### src/rtl/pig_pkg.sv
package pig_pkg;
    localparam int RATE_W      = 2;
    localparam int DATA_W      = 8;
    localparam bit ADDR_CTRL   = 1'b0;
    localparam bit ADDR_FLAG   = 1'b1;
    localparam int EN_BIT      = 7;
    localparam int FLAG_BIT    = 6;
endpackage

### src/rtl/pig_rate_decode.sv
module pig_rate_decode
    import pig_pkg::*;
#(
    parameter int BASE_LOG2 = 13,
    localparam int NRATES   = 1 << RATE_W,
    localparam int CW       = BASE_LOG2 + NRATES - 1
) (
    input  logic [RATE_W-1:0] rate_i,
    output logic [CW-1:0]     limit_o
);
    logic [CW-1:0] limit_tbl [NRATES];

    for (genvar g = 0; g < NRATES; g++) begin : g_rate
        localparam logic [CW:0] PERIOD = (CW+1)'(1) << (BASE_LOG2 + g);
        assign limit_tbl[g] = CW'(PERIOD - 1);
    end

    assign limit_o = limit_tbl[rate_i];
endmodule

### src/rtl/pig_period_ctr.sv
module pig_period_ctr #(
    parameter int CW = 16
) (
    input  logic          clk,
    input  logic          rst,
    input  logic [CW-1:0] limit_i,
    output logic          tick_o
);
    typedef struct packed {
        logic [CW-1:0] elapsed;
    } ctr_state_t;

    ctr_state_t st_d, st_q;

    always_comb begin
        st_d   = st_q;
        tick_o = (st_q.elapsed >= limit_i);
        if (tick_o) st_d.elapsed = '0;
        else        st_d.elapsed = st_q.elapsed + 1'b1;
    end

    always_ff @(posedge clk) begin
        if (rst) st_q <= '0;
        else     st_q <= st_d;
    end


    free_run_chk: assert property (@(posedge clk) disable iff (rst)
        !tick_o |=> st_q.elapsed == CW'($past(st_q.elapsed) + 1'b1));

    wrap_chk: assert property (@(posedge clk) disable iff (rst)
        tick_o |=> st_q.elapsed == '0);
endmodule

### src/rtl/pig_ctrl_regs.sv
module pig_ctrl_regs
    import pig_pkg::*;
(
    input  logic              clk,
    input  logic              rst,
    input  logic              wr_en,
    input  logic              addr,
    input  logic [DATA_W-1:0] wr_data,
    input  logic              tick_i,
    output logic [DATA_W-1:0] rd_data,
    output logic [RATE_W-1:0] rate_o,
    output logic              irq_o
);
    typedef struct packed {
        logic              en;
        logic [RATE_W-1:0] rate;
        logic              flag;
    } reg_state_t;

    reg_state_t st_d, st_q;
    logic wr_ctrl, wr_flag;

    always_comb begin
        st_d    = st_q;
        wr_ctrl = wr_en && (addr == ADDR_CTRL);
        wr_flag = wr_en && (addr == ADDR_FLAG);
        if (wr_ctrl) begin
            st_d.en   = wr_data[EN_BIT];
            st_d.rate = wr_data[RATE_W-1:0];
        end
        if (wr_flag && wr_data[FLAG_BIT]) st_d.flag = 1'b0;
        if (tick_i)                       st_d.flag = 1'b1;

        rd_data = '0;
        if (addr == ADDR_CTRL) begin
            rd_data[EN_BIT]       = st_q.en;
            rd_data[RATE_W-1:0]   = st_q.rate;
        end else begin
            rd_data[FLAG_BIT]     = st_q.flag;
        end
        rate_o = st_q.rate;
        irq_o  = st_q.flag & st_q.en;
    end

    always_ff @(posedge clk) begin
        if (rst) st_q <= '0;
        else     st_q <= st_d;
    end


    flag_set_chk: assert property (@(posedge clk) disable iff (rst)
        tick_i |=> st_q.flag);

    flag_clear_chk: assert property (@(posedge clk) disable iff (rst)
        (wr_en && addr == ADDR_FLAG && wr_data[FLAG_BIT] && !tick_i) |=> !st_q.flag);

    flag_hold_chk: assert property (@(posedge clk) disable iff (rst)
        (wr_en && addr == ADDR_FLAG && !wr_data[FLAG_BIT] && !tick_i) |=> $stable(st_q.flag));

    rate_no_set_chk: assert property (@(posedge clk) disable iff (rst)
        (wr_en && addr == ADDR_CTRL && !tick_i && !st_q.flag) |=> !st_q.flag);
endmodule

### src/rtl/periodic_irq_gen.sv
module periodic_irq_gen
    import pig_pkg::*;
#(
    parameter int BASE_LOG2 = 13,
    localparam int CW       = BASE_LOG2 + (1 << RATE_W) - 1
) (
    input  logic              clk,
    input  logic              rst,
    input  logic              wr_en,
    input  logic              addr,
    input  logic [DATA_W-1:0] wr_data,
    output logic [DATA_W-1:0] rd_data,
    output logic              irq_o
);
    logic [RATE_W-1:0] rate;
    logic [CW-1:0]     limit;
    logic              tick;

    pig_rate_decode #(.BASE_LOG2(BASE_LOG2)) u_decode (
        .rate_i (rate),
        .limit_o(limit)
    );

    pig_period_ctr #(.CW(CW)) u_ctr (
        .clk    (clk),
        .rst    (rst),
        .limit_i(limit),
        .tick_o (tick)
    );

    pig_ctrl_regs u_regs (
        .clk    (clk),
        .rst    (rst),
        .wr_en  (wr_en),
        .addr   (addr),
        .wr_data(wr_data),
        .tick_i (tick),
        .rd_data(rd_data),
        .rate_o (rate),
        .irq_o  (irq_o)
    );


    reset_state_chk: assert property (@(posedge clk)
        $fell(rst) |-> (rate == '0) && !irq_o);

    irq_quiet_chk: assert property (@(posedge clk) disable iff (rst)
        (wr_en && addr == ADDR_CTRL && !wr_data[EN_BIT]) |=> !irq_o);
endmodule

### config.mk
export PLATFORM = sky130hd
export DESIGN_NAME = periodic_irq_gen
export DESIGN_NICKNAME = d
export VERILOG_FILES = /design/src/rtl/pig_pkg.sv /design/src/rtl/pig_rate_decode.sv /design/src/rtl/pig_period_ctr.sv /design/src/rtl/pig_ctrl_regs.sv /design/src/rtl/periodic_irq_gen.sv
export SDC_FILE = /design/constraint.sdc
export NUM_CORES = 1
export LEC_CHECK = 0
export ABC_AREA = 0
export BUFFER_PORTS_ARGS = -buffer_cell sky130_fd_sc_hd__buf_2
export CAP_MARGIN = 30
export CORE_MARGIN = 10
export CORE_UTILIZATION = 52
export DETAILED_ROUTE_END_ITERATION = 8
export PLACE_DENSITY_LB_ADDON = 0.15
export REMOVE_ABC_BUFFERS = 1
export SYNTH_ARGS = -nofsm -noshare
export SYNTH_HDL_FRONTEND = slang
export SYNTH_SLANG_ARGS = --single-unit
### constraint.sdc
create_clock -name clk -period 2.11 [get_ports clk]
set_input_delay 0.422 -clock clk [delete_from_list [all_inputs] [get_ports clk]]
set_output_delay 0.422 -clock clk [all_outputs]
set_load 0.01 [all_outputs]
==> impl_metrics.tcl <==
set metrics [dict create \
    dpl-instance-area_sq_um 1040 \
    die_h_um 63.5 \
    p_per_area_nw_per_um2 676 \
    path_buf_inv 1 \
    synthFlopType "dfxtp_1" \
    r2r-end "u_ctr.st_q[6]" \
    num_rows 15 \
    crit_fanout 16 \
    grt.total_usage 0.0923 \
    synth_common_cells "nor2_1 (25), dfxtp_1 (20), xnor2_1 (13), inv_1 (5), nor4_1 (5)" \
    syn_to_final_growth_pct 11.6 \
    yosysTopAreaCell "dfxtp_1" \
    drv_slew 0 \
    cp.arrival_ps 2020 \
    fin_skew_ps 3.97 \
    place_congestion 0.757 \
    grt_pass1_vias 707 \
    finalHoldViolCount 0 \
    synth_area_leaders "dfxtp_1 (41%), xnor2_1 (12%), nor2_1 (9.5%), ha_1 (5.1%), nor4_1 (3.2%)" \
    fin_util 0.622 \
    path_clk_slew_ps 110 \
    clockBufferDepth 2 \
    ant_nets 0 \
    yosysWarningCount 0 \
    multi_input_comb_area_sq_um 534 \
    synth_edf_count 0 \
    regArea_sq_um 400 \
    finalSetupTns_ps 0 \
    maxCapViolCount 0 \
    via_per_inst 4.94 \
    startpoint "u_regs.rate_o[1]" \
    synth_area_sq_um 983 \
    layout.cells.non_filler 150 \
    cp.required_ps 2350 \
    placed_cells 146 \
    clock-sinks 20 \
    critical_path_depth 6 \
    rr_startpoint "u_regs.rate_o[1]" \
    cp-end-kind "flip-flop" \
    status "finished clean" \
    route.detailed.drc 0 \
    grt_max_degree 17 \
    hold_start "rst" \
    synth.distinct_cells 24 \
    p_leak_nw 0.436 \
    yosysSeqAreaShare 0.407 \
    synth_top_area_frac 0.407 \
    gr-total-overflow 0 \
    drt_first_pass_iters 4 \
    fp.dieArea_sq_um 4030 \
    drive_gt1_frac 0.176 \
    cts-root-buf "clkbuf_4" \
    n_antenna_cell 0 \
    synth.avg_cell_area_sq_um 8.86 \
    drt_iter0_drc 18 \
    htreeDepth 1 \
    hold_depth 2 \
    rrSetupSlack_ps 330 \
    worst_path_max_delay_cell "a311o_2" \
    cts_resized 0 \
    hold_class "in2reg" \
    worst_setup_path_start_kind "flip-flop" \
    numCtsBuffers 3 \
    antenna_found_initial 0 \
    ioPinCount 21 \
    period_minus_slack_ps 1780 \
    ir_drop_uv 600 \
    min_to "u_regs.st_q[0]" \
    crit_chain "inv_1 -> ha_1 -> a21o_1 -> a21o_1 -> a311o_2 -> nor2_1" \
    cts_tree "yes" \
    post_cts_buffers 0 \
    final_area_sq_um 1100 \
    period_share 0.846 \
    routedWlPerCell_um 11.6 \
    max_clock_freq_mhz 560 \
    grt_pass1_wl_um 3080 \
    finalSetupViolCount 0 \
    fill_cells 176 \
    port_buffers 12 \
    path_class "reg2reg" \
    ys_ff_latch 20 \
    synthArstFlopShare 0 \
    num-nets-final 142 \
    netlist_instances 111 \
    num_vias 741 \
    critPathTopFamily "compound AO/OA/AOI/OAI gates" \
    r2r_cells 6 \
    max_stage_delay_ps 490 \
    post-dp-hpwl_um 1360 \
    postCtsHoldBufs 0 \
    start_util 0.557 \
    rsz0062_at_grt "no" \
    total_power_mw 0.742 \
    core-area_sq_um 1760 \
    insertion_delay_ps 300 \
    die_w_um 63.5 \
    wl_um 1740 \
    synth.most_common_cell "nor2_1" \
    crit_top_cell "a21o_1" \
]
worst reg2reg max path: stages, from the launching register on:
cell	delay (ps)
dfxtp_1	360
inv_1	70
ha_1	300
a21o_1	160
a21o_1	180
a311o_2	490
nor2_1	150
sequential cells by signal (all words and copies together) (netlist names):
register / count
u_regs.st_q: 2
u_regs.rate_o: 2
u_ctr.st_q: 16
power by group:
group	internal, mW	switching [mW]	leakage [nW]
Sequential	0.385	0.00760	0.162
Combinational	0.0179	0.0240	0.246
Clock	0.192	0.115	0.0279
Total	0.595	0.147	0.436
per-layer routing:
layer | up-vias | GRT usage | wire [um]
met5 | - | 0 | 0
met4 | 0 | 0.0492 | 30
met3 | 4 | 0.0389 | 108
met2 | 12 | 0.147 | 854
met1 | 335 | 0.101 | 744
li1 | 390 | - | -
stage by stage:
stage	setup slack [ps]	hold slack [ps]
final	325	336
after global routing	156	322
after CTS	303	328
after detailed placement	340	478
after global placement	377	456
after floorplan	482	440
how the worst max path moves through the flow:
stage                           to
finish               u_ctr.st_q[6]
global route         u_ctr.st_q[7]
floorplan           u_ctr.st_q[10]
detailed placement   u_ctr.st_q[6]
global placement    u_ctr.st_q[11]
CTS                  u_ctr.st_q[6]
layout by cell type, fill, tap and decap left out:
master,instances
bufinv_16,1
buf_2,12
dfxtp_1,20
a21oi_1,3
a311o_2,1
nor2b_1,3
conb_1,4
nand4_1,2
ha_1,4
nand3_1,4
inv_1,5
nand4_2,1
xnor2_1,13
nand3_2,3
mux2i_1,2
and2_1,2
nor2_1,25
xor2_1,1
nor3_1,2
nor3_4,1
a21o_1,2
and3_1,2
clkbuf_4,3
nand2_1,4
nor4_1,5
cell type report:
type                    instances  area share
clock inverters                 1      0.0274
repair buffers                 12      0.0547
flip-flops and latches         20       0.365
multi-input cells              84       0.487
well taps                      25      0.0285
clock buffers                   3      0.0205
inverters                       5      0.0171
logic make-up (layout without fill, tap and decap cells):
family	Yosys count	after routing	synth area share
XOR/XNOR	14	14	0.125
multiplexers	2	2	0.0204
other	1	4	0.00381
AND/OR/NAND/NOR	54	54	0.290
buffers and inverters	10	21	0.0611
AO/OA/AOI/OAI	6	6	0.0420
flip-flops	20	20	0.407
adder cells (fa/ha/maj)	4	4	0.0509
(Power assumes the default switching activity.)
